`config.mk`:
```
export PLATFORM = sky130hd
export DESIGN_NAME = wdt_timer
export DESIGN_NICKNAME = d
export VERILOG_FILES = /design/src/rtl/wdt_pkg.sv /design/src/rtl/wdt_tick_gen.sv /design/src/rtl/wdt_count.sv /design/src/rtl/wdt_regs.sv /design/src/rtl/wdt_timer.sv
export SDC_FILE = /design/constraint.sdc
export NUM_CORES = 1
export LEC_CHECK = 0
export ABC_AREA = 0
export ABC_CLOCK_PERIOD_IN_PS = 3300
export BUFFER_PORTS_ARGS = -buffer_cell sky130_fd_sc_hd__buf_2
export CAP_MARGIN = 5
export CORE_ASPECT_RATIO = 1.2
export CORE_MARGIN = 1
export CORE_UTILIZATION = 41
export DETAILED_ROUTE_END_ITERATION = 6
export SLEW_MARGIN = 10
export SYNTH_ARGS = -nofsm -noshare
export SYNTH_HDL_FRONTEND = slang
export SYNTH_SLANG_ARGS = --single-unit
```
`constraint.sdc`:
```
create_clock -name clk -period 3.3 [get_ports clk]
set_input_delay 0.165 -clock clk [delete_from_list [all_inputs] [get_ports clk]]
set_output_delay 0.165 -clock clk [all_outputs]
set_load 0.02 [all_outputs]
```
`src/rtl/wdt_pkg.sv`:
```
package wdt_pkg;

    localparam int DW = 32;

    localparam logic [7:0] OFF_COUNT = 8'h00;
    localparam logic [7:0] OFF_LOAD  = 8'h04;
    localparam logic [7:0] OFF_KICK  = 8'h08;
    localparam logic [7:0] OFF_CTRL  = 8'h0C;
    localparam logic [7:0] OFF_STAT  = 8'h10;
    localparam logic [7:0] OFF_CLR   = 8'h14;

    localparam logic [DW-1:0] KICK_KEY = 32'h0000_4755;

    typedef enum logic [1:0] {
        SCOPE_SOC  = 2'd0,
        SCOPE_CHIP = 2'd1,
        SCOPE_CPU  = 2'd2,
        SCOPE_RSVD = 2'd3
    } scope_e;

    // control word, MSB first; bit positions are software visible
    typedef struct packed {
        logic [21:0] pre_thr;
        logic [1:0]  spare;
        logic        arm_alt;
        scope_e      scope;
        logic        slow_tick;
        logic        ext_en;
        logic        irq_en;
        logic        rst_en;
        logic        run;
    } ctrl_t;

    typedef struct packed {
        logic pre_hit;
        logic alt_boot;
        logic expired;
    } stat_t;

    typedef struct packed {
        logic kick;
        logic clear;
        logic ld_wr;
        logic cfg_wr;
    } bus_cmd_t;

    function automatic bus_cmd_t decode_cmd(input logic wr,
                                            input logic [7:0] a,
                                            input logic [DW-1:0] d);
        bus_cmd_t c;
        c.kick   = wr && (a == OFF_KICK) && (d == KICK_KEY);
        c.clear  = wr && (a == OFF_CLR) && d[0];
        c.ld_wr  = wr && (a == OFF_LOAD);
        c.cfg_wr = wr && (a == OFF_CTRL);
        return c;
    endfunction

endpackage

```
`src/rtl/wdt_tick_gen.sv`:
```
module wdt_tick_gen #(
    parameter int DIV = 250
) (
    input  logic clk,
    input  logic rst,
    output logic tick
);
    localparam int CW = (DIV > 1) ? $clog2(DIV) : 1;
    localparam logic [CW-1:0] LAST = CW'(DIV - 1);

    logic [CW-1:0] div_q;

    assign tick = (div_q == LAST);

    always_ff @(posedge clk) begin
        if (rst)       div_q <= '0;
        else if (tick) div_q <= '0;
        else           div_q <= div_q + 1'b1;
    end
endmodule

```
`src/rtl/wdt_count.sv`:
```
module wdt_count
    import wdt_pkg::*;
#(
    parameter logic [DW-1:0] INIT = 32'hFFFF_FFFF
) (
    input  logic          clk,
    input  logic          rst,
    input  logic          tick,
    input  logic          run,
    input  logic          kick,
    input  logic [DW-1:0] reload,
    input  logic          irq_en,
    input  logic [21:0]   thr,
    output logic [DW-1:0] cnt,
    output logic          exp_evt,
    output logic          pre_evt
);
    logic [DW-1:0] cnt_q;
    logic          done_q;
    logic          step;
    logic [DW-1:0] dec;

    assign step    = run && tick && !done_q && !kick;
    assign dec     = cnt_q - 1'b1;
    assign exp_evt = step && (cnt_q == '0);
    assign pre_evt = step && irq_en && (cnt_q != '0) && (dec == {10'b0, thr});
    assign cnt     = cnt_q;

    always_ff @(posedge clk) begin
        if (rst) begin
            cnt_q  <= INIT;
            done_q <= 1'b0;
        end else if (kick) begin
            cnt_q  <= reload;
            done_q <= 1'b0;
        end else if (!run) begin
            done_q <= 1'b0;
        end else if (step) begin
            if (cnt_q == '0) done_q <= 1'b1;
            else             cnt_q  <= dec;
        end
    end
endmodule

```
`src/rtl/wdt_regs.sv`:
```
module wdt_regs
    import wdt_pkg::*;
#(
    parameter int ADDR_W = 5,
    parameter logic [DW-1:0] INIT = 32'hFFFF_FFFF
) (
    input  logic              clk,
    input  logic              rst,
    input  logic              wr,
    input  logic [ADDR_W-1:0] addr,
    input  logic [DW-1:0]     wdata,
    input  logic [DW-1:0]     cnt,
    input  logic              exp_evt,
    input  logic              pre_evt,
    output ctrl_t             ctrl,
    output logic [DW-1:0]     reload,
    output logic              kick,
    output logic              clear,
    output stat_t             stat,
    output logic [DW-1:0]     rdata
);
    logic [7:0] a8;
    bus_cmd_t   cmd;
    ctrl_t      ctrl_q;
    logic [DW-1:0] load_q;
    stat_t      stat_q;
    stat_t      stat_d;

    assign a8  = 8'(addr);
    assign cmd = decode_cmd(wr, a8, wdata);

    always_comb begin
        stat_d = stat_q;
        if (cmd.clear) stat_d = '0;
        if (cmd.kick)  stat_d.pre_hit = 1'b0;
        if (exp_evt) begin
            stat_d.expired = 1'b1;
            if (ctrl_q.arm_alt) stat_d.alt_boot = 1'b1;
        end
        if (pre_evt) stat_d.pre_hit = 1'b1;
    end

    always_ff @(posedge clk) begin
        if (rst) begin
            ctrl_q <= '0;
            load_q <= INIT;
            stat_q <= '0;
        end else begin
            if (cmd.cfg_wr) ctrl_q <= ctrl_t'(wdata);
            if (cmd.ld_wr)  load_q <= wdata;
            stat_q <= stat_d;
        end
    end

    always_comb begin
        case (a8)
            OFF_COUNT: rdata = cnt;
            OFF_LOAD:  rdata = load_q;
            OFF_CTRL:  rdata = DW'(ctrl_q);
            OFF_STAT:  rdata = {{(DW-3){1'b0}}, stat_q};
            default:   rdata = '0;
        endcase
    end

    assign ctrl   = ctrl_q;
    assign reload = load_q;
    assign kick   = cmd.kick;
    assign clear  = cmd.clear;
    assign stat   = stat_q;
endmodule

```
`src/rtl/wdt_timer.sv`:
```
module wdt_timer
    import wdt_pkg::*;
#(
    parameter int TICK_DIV = 250,
    parameter int ADDR_W = 5,
    parameter logic [31:0] RELOAD_INIT = 32'hFFFF_FFFF
) (
    input  logic              clk,
    input  logic              rst,
    input  logic              bus_wr,
    input  logic [ADDR_W-1:0] bus_addr,
    input  logic [31:0]       bus_wdata,
    output logic [31:0]       bus_rdata,
    output logic              wd_irq,
    output logic              rst_req,
    output logic [1:0]        rst_scope,
    output logic              ext_pulse,
    output logic              alt_boot
);
    ctrl_t         ctrl_w;
    stat_t         stat_w;
    logic [DW-1:0] reload_w;
    logic [DW-1:0] cnt_w;
    logic          kick_w;
    logic          clear_w;
    logic          exp_evt;
    logic          pre_evt;
    logic          slow_tick;
    logic          tick;
    logic          rq_q;
    logic [1:0]    sc_q;
    logic          ext_q;

    wdt_tick_gen #(.DIV(TICK_DIV)) u_tick (
        .clk (clk),
        .rst (rst),
        .tick(slow_tick)
    );

    assign tick = ctrl_w.slow_tick ? slow_tick : 1'b1;

    wdt_regs #(.ADDR_W(ADDR_W), .INIT(RELOAD_INIT)) u_regs (
        .clk    (clk),
        .rst    (rst),
        .wr     (bus_wr),
        .addr   (bus_addr),
        .wdata  (bus_wdata),
        .cnt    (cnt_w),
        .exp_evt(exp_evt),
        .pre_evt(pre_evt),
        .ctrl   (ctrl_w),
        .reload (reload_w),
        .kick   (kick_w),
        .clear  (clear_w),
        .stat   (stat_w),
        .rdata  (bus_rdata)
    );

    wdt_count #(.INIT(RELOAD_INIT)) u_cnt (
        .clk    (clk),
        .rst    (rst),
        .tick   (tick),
        .run    (ctrl_w.run),
        .kick   (kick_w),
        .reload (reload_w),
        .irq_en (ctrl_w.irq_en),
        .thr    (ctrl_w.pre_thr),
        .cnt    (cnt_w),
        .exp_evt(exp_evt),
        .pre_evt(pre_evt)
    );

    always_ff @(posedge clk) begin
        if (rst) begin
            rq_q  <= 1'b0;
            sc_q  <= 2'b00;
            ext_q <= 1'b0;
        end else begin
            rq_q  <= exp_evt && ctrl_w.rst_en;
            sc_q  <= (exp_evt && ctrl_w.rst_en) ? ctrl_w.scope : SCOPE_SOC;
            ext_q <= exp_evt && ctrl_w.ext_en;
        end
    end

    assign rst_req   = rq_q;
    assign rst_scope = sc_q;
    assign ext_pulse = ext_q;
    assign wd_irq    = stat_w.pre_hit;
    assign alt_boot  = stat_w.alt_boot;
endmodule

```
* After elaboration in Yosys (flattened, before gate mapping)
Cells that the tools add are included.
** Cells by class
- $add $sub $neg :: 2
- Equality and inequality tests :: 9
- Muxes and demuxes :: 11
- Bitwise operators :: 2
- Reductions and logical operators :: 29
** Operator list (count)
- $mux W32 :: 4
- $pmux W32 S4 :: 1
- $eq A32 B15 Y1 const B :: 1
- $eq A32 B22 Y1 :: 1
- $logic_not A32 Y1 :: 1
- $reduce_bool A32 Y1 :: 1
- $sub A32 B1 Y32 const B :: 1
- $logic_and A1 B1 Y1 :: 15
- $eq A5 B4 Y1 const B :: 2
- $eq A5 B5 Y1 const B :: 2
- $add A8 B1 Y8 const B :: 1
- $eq A8 B8 Y1 const B :: 1
- $logic_not A8 Y1 :: 1
- $reduce_bool A2 Y1 :: 3
- $eq A5 B3 Y1 const B :: 1
- $mux W1 :: 4
- $reduce_or A2 Y1 :: 2
- $mux W3 :: 1
- $reduce_and A3 Y1 :: 1
- $reduce_bool A3 Y1 :: 1
- $reduce_or A3 Y1 :: 1
- $logic_not A1 Y1 :: 2
- $mux W2 :: 1
- $ne A2 B1 Y1 const B :: 1
- other kinds (2) :: 3
** Storage, ports and cells
- Flip-flop bits (word level) :: 112
- Input bits :: 40
- Output and inout port bits :: 38
- Word-level logic and storage cells :: 72

* Longest topological paths before layout
- Word-level depth :: 9
- Gate-level depth with buffers :: 11
- Depth with buffers taken out :: 9

* Modules after synthesis
Synthesis repeated with hierarchy kept, for this count alone.
** Second synthesis, totals
- Cell total of the unflattened synthesis :: 738
- Area, all modules :: 6190.9 um2
** Modules (own cells, without submodules)
- wdt_regs :: instances 1, cells an instance 367, area each 3141.8 um2, sequential area each 1341.3 um2
- wdt_count :: instances 1, cells an instance 320, area each 2557.5 um2, sequential area each 660.6 um2
- wdt_tick_gen :: instances 1, cells an instance 42, area each 365.4 um2, sequential area each 160.2 um2
- wdt_timer :: instances 1, cells an instance 9, area each 126.4 um2, sequential area each 80.1 um2

* Worst setup path after synthesis
Ideal clock, no wire load.
- Path type :: flip-flop to flip-flop
- From :: register u_cnt.cnt_q[0], in the netlist u_cnt.cnt[0]
- To :: register u_regs.stat_q (netlist bit u_regs.stat[2])
- Library setup time :: 60 ps
- Arrival :: 2467 ps
- Required time :: 3240 ps
- Path slack :: 773 ps
- Cell stages (with the launch flop) :: 11
- Buffers on the path :: 1
- Period minus slack after synthesis :: 2527 ps
- Cell sequence :: dfxtp_1 > inv_1 > ha_1 > or3b_1 > clkbuf_1 > or4_1 > a221oi_2 > o2111ai_1 > a2111oi_0 > nand4_1 > nand2_1
** Between the ends
- Longest elaborated chain between the ends :: 4
- Elaborated cells on any way between the ends :: 7
- Those cells by class :: 1 x add/sub; 1 x eq/ne; 1 x mux; 4 x reduce/logical
** Ends and longest elaborated chain
- start: declaration :: line wdt_count.sv:18 : logic [DW-1:0] cnt_q;
- start signal: assignment :: line wdt_count.sv:34 : cnt_q <= reload;
- $sub A32 B1 Y32 or $reduce_bool A32 Y1 (tied branches) :: line wdt_count.sv:24, wdt_count.sv:26
- $eq A32 B22 Y1 or $logic_and A1 B1 Y1 (tied branches) :: line wdt_count.sv:26 : assign pre_evt = step && irq_en && (cnt_q != '0) && (dec == {10'b0, thr});
- $logic_and A1 B1 Y1 (*) :: line wdt_count.sv:26
- $reduce_bool A3 Y1 (no source line) or $mux W1 (tied branches)
- end signal: assignment :: line wdt_regs.sv:51 : stat_q <= stat_d;
- end: declaration :: line wdt_regs.sv:26 : stat_t stat_q;
Every way passes the cells marked *; elsewhere a longest branch is shown, timed or not.
A chain may end at the register's enable or synchronous reset.

* Final worst setup path
Same ends and word-level chain as after synthesis.

==> metrics.md <==
| Metric | Value |
|---|---|
| Status | complete, but fails checks |
| Failing checks | design-rule violations |
| GRT Total Usage | 0.292 |
| Die width | 114 µm |
| TritonCTS buffer count | 9 |
| Final Wtd Congestion | 0.945 |
| Synth area leader | dfxtp_1 |
| Initial Utilization | 0.425 |
| Least-Margin Pin Slew | 820 ps |
| Syn nets | 865 |
| Ant diodes | 0 |
| Post-route cell area | 7070 µm² |
| Number of synthesized flops with an enable pin | 0 |
| Pleak | 0.00285 µW |
| Yosys top cell area share | 0.361 |
| Fraction of layout cells with a size suffix above 1 | 0.151 |
| Fin util | 0.484 |
| NumNets Final | 910 |
| Ys Warns | 0 |
| Total power | 2660 µW |
| Reg area | 2240 µm² |
| Vias | 6414 |
| Pwr/cell area | 376 nW/µm² |
| Met2 GRT Util | 0.460 |
| Die Ht | 137 µm |
| Max Slew Vio Count | 0 |
| DR iter-0 viols | 877 |
| Area occupied by multi-input gates | 3540 µm² |
| Max Fanout on Critical Path | 9 |
| DPL Wire Length | 15.9 mm |
| Met3 Resource Use GR | 0.0368 |
| Vias in the first global route | 5943 |
| Gate Count Post-Synth | 822 |
| Dpl cell area | 6770 µm² |
| Worst skew pair latency | 370 ps |
| Maxcap violations | 0 |
| First-pass GRT wire length | 34.4 mm |
| CTS sink cnt | 112 |
| H-Tree Level Count | 3 |
| Crit path required time | 3610 ps |
| FP Rows | 48 |
| Fillers | 1450 |
| Async S/R FF share, synth | 0 |
| CTS Buffer Depth | 2 |
| GRT busiest layer | met2 |
| Met1 Track Usage GR | 0.404 |
| Avg Inst Size Synth | 7.55 µm² |
| Number of hold buffers added after CTS | 0 |
| Post-Route WL | 22.3 mm |
| Post-route antenna net violation count | 0 |
| Setup CP Type | register to register |
| Area of the mapped netlist | 6200 µm² |
| RSZ-0062 raised after global routing | false |
| Fin worst setup slack | 299 ps |
| #FFs+latches synth | 112 |
| CTS tree | done |
| Pre-CTS setup slack | 325 ps |
| Critical path endpoint category | register |
| Fmax | 333 MHz |
| Main synth FF type | dfxtp_1 |
| Sequential share of the synthesized area | 0.361 |
| Count of cell types in the netlist | 64 |
| Congestion Overflow GR | 0 |
| Final worst-path cycle share | 0.909 |
| DRC | 1 |
| Core box area | 14600 µm² |
| Slew headroom | 0.453 |
| Area delta synth->final | 14.0% |
| VDD IR max | 0.270 mV |
| Critical path launch point type | register |
| Port bufs | 77 |
| Final Hold Fails | 0 |
| TritonRoute pass-1 iters | 7 |
| Largest net degree at the start of global routing | 56 |
| Setup Skew | 9.88 ps |
| DIE AREA | 15600 µm² |
| Initial antenna violation count | 0 |
| HP Class | input pin to register |
| Setup TNS | 0 ps |
| Post-CTS Repair Setup Buffers | 0 |
| Crit path DAT | 3310 ps |
| Vias per cell | 5.98 |
| Min cycle time layout | 3000 ps |
| # IOs | 78 |
| Top cells by area, synth | dfxtp_1 (36%), nand2_1 (9.3%), xor2_1 (5.2%), a222oi_1 (4.7%), nor2_1 (4.1%) |
| Setup violations, final | 0 |
| Root buffer cell | clkbuf_16 |
| WL/cell | 20.8 µm |
| Worst-path clk slew | 70 ps |
## layout make-up
cell class	instances	share of cell area
multi-input cells	601	0.501
flip-flops and latches	112	0.317
repair buffers	102	0.0828
well taps	200	0.0354
clock buffers	10	0.0324
inverters	41	0.0218
clock inverters	6	0.00956
## per-layer routing
| metal | share of wire | up-vias |
|---|---|---|
| met1 | 0.43 | 3051 |
| met2 | 0.46 | 330 |
| li1 | - | 2991 |
| met4 | 0.028 | 0 |
| met3 | 0.084 | 42 |
| met5 | 0 | - |
## worst max-delay path, stage by stage (launching register included)
cell	delay (ps)
dfxtp_1	370
inv_1	110
ha_1	230
or3b_1	510
or4_1	540
a221oi_2	270
o2111ai_1	120
a2111oi_0	520
nand4_1	180
nand2_1	90
## state kept, by name (all words and copies together) (netlist names)
name	cells
u_cnt.cnt	32
u_regs.ctrl	32
u_regs.reload	32
u_tick.div_q	8
u_regs.stat	3
rst_scope	2
ext_pulse	1
rst_req	1
u_cnt.done_q	1
## logic make-up (layout without fill, tap and decap cells)
group	count (synthesis)	after routing	synth area share
AOI/OAI and AO/OA	137	137	0.158
adders and majority gates	3	3	0.00605
DFF	112	112	0.361
and+or+nand+nor	397	397	0.314
xor gates and xnor gates	64	64	0.0904
buffers and inverters	109	159	0.0702
## placed cells by master (no fill, tap or decap), types with 3 or more instances in the layout
master     Yosys  final
a21oi_1       46     46
a221o_1        3      3
a222oi_1      29     29
a22o_1         3      3
a31oi_1        3      3
and2_1         6      6
and3_1         8      8
buf_2          9     77
buf_4          2     24
clkbuf_16      0      9
dfxtp_1      112    112
ha_1           3      3
inv_1         41     41
nand2_1      154    154
nand2b_1       5      5
nand3_1       42     42
nand3b_1       3      3
nand4_1       12     12
nor2_1        67     66
nor3_1        28     28
nor3b_1        6      5
nor4_1        28     27
nor4_2         2      3
nor4b_1        5      5
o2111ai_1      3      3
o211ai_1       5      5
o21ai_0       13     13
o21ai_1        8      8
or3_1          9      9
or4_1          5      5
xnor2_1       27     27
xor2_1        37     37
## per-stage QoR
stage	hold WS, ps	std cells
CTS	36.8	1072
finish	43.3	1072
global placement	401	1056
floorplan	289	822
detailed placement	414	1056
global route	49.7	1072
## power breakdown
part           total [µW]  internal [µW]  switching (µW)
registers            1370           1360            12.9
logic                 164           53.8             110
clock network        1120            595             527
total                2660           2010             650
## worst paths after layout
| path | slack (ps) | start | depth (start not counted) | endpoint |
|---|---|---|---|---|
| hold reg to reg | 470 | u_regs.ctrl[9] | 2 | u_regs.ctrl[9] |
| setup reg to reg | 300 | u_cnt.cnt[0] | 9 | u_regs.stat[2] |
| hold / removal | 40 | bus_wdata[8] | 3 | u_regs.reload[8] |
| setup / recovery | 300 | u_cnt.cnt[0] | 9 | u_regs.stat[2] |
## what timing repair did
item | 4_1_cts | 5_1_grt
endpoints found under the hold margin | 0 | 0
setup endpoints to repair | 0 | 1
resized for setup | 0 | 1
## synth_stat cells, types with 2 or more instances
library cell	count
buf_2	9
a2111oi_0	2
xnor2_1	27
and3_1	8
o2111ai_1	3
nor3b_1	6
buf_4	2
nand3b_1	3
and4_1	2
clkbuf_1	56
o211ai_1	5
or3_1	9
nor4b_1	5
a22o_1	3
a311oi_1	2
nand2b_1	5
o31ai_1	2
a2bb2oi_1	2
nor3_1	28
nor4_1	28
a211o_1	2
a221o_1	3
nand3_1	42
nor2b_1	2
nand2_1	154
or4_4	2
ha_1	3
a21oi_1	46
o21ai_1	8
o311ai_0	2
nand4_1	12
inv_1	41
or4_1	5
nor4bb_1	2
a31oi_1	3
and2_1	6
a222oi_1	29
xor2_1	37
nor2_1	67
o21ai_0	13
dfxtp_1	112
nor4_2	2
Power figures use the tool's default switching activity.
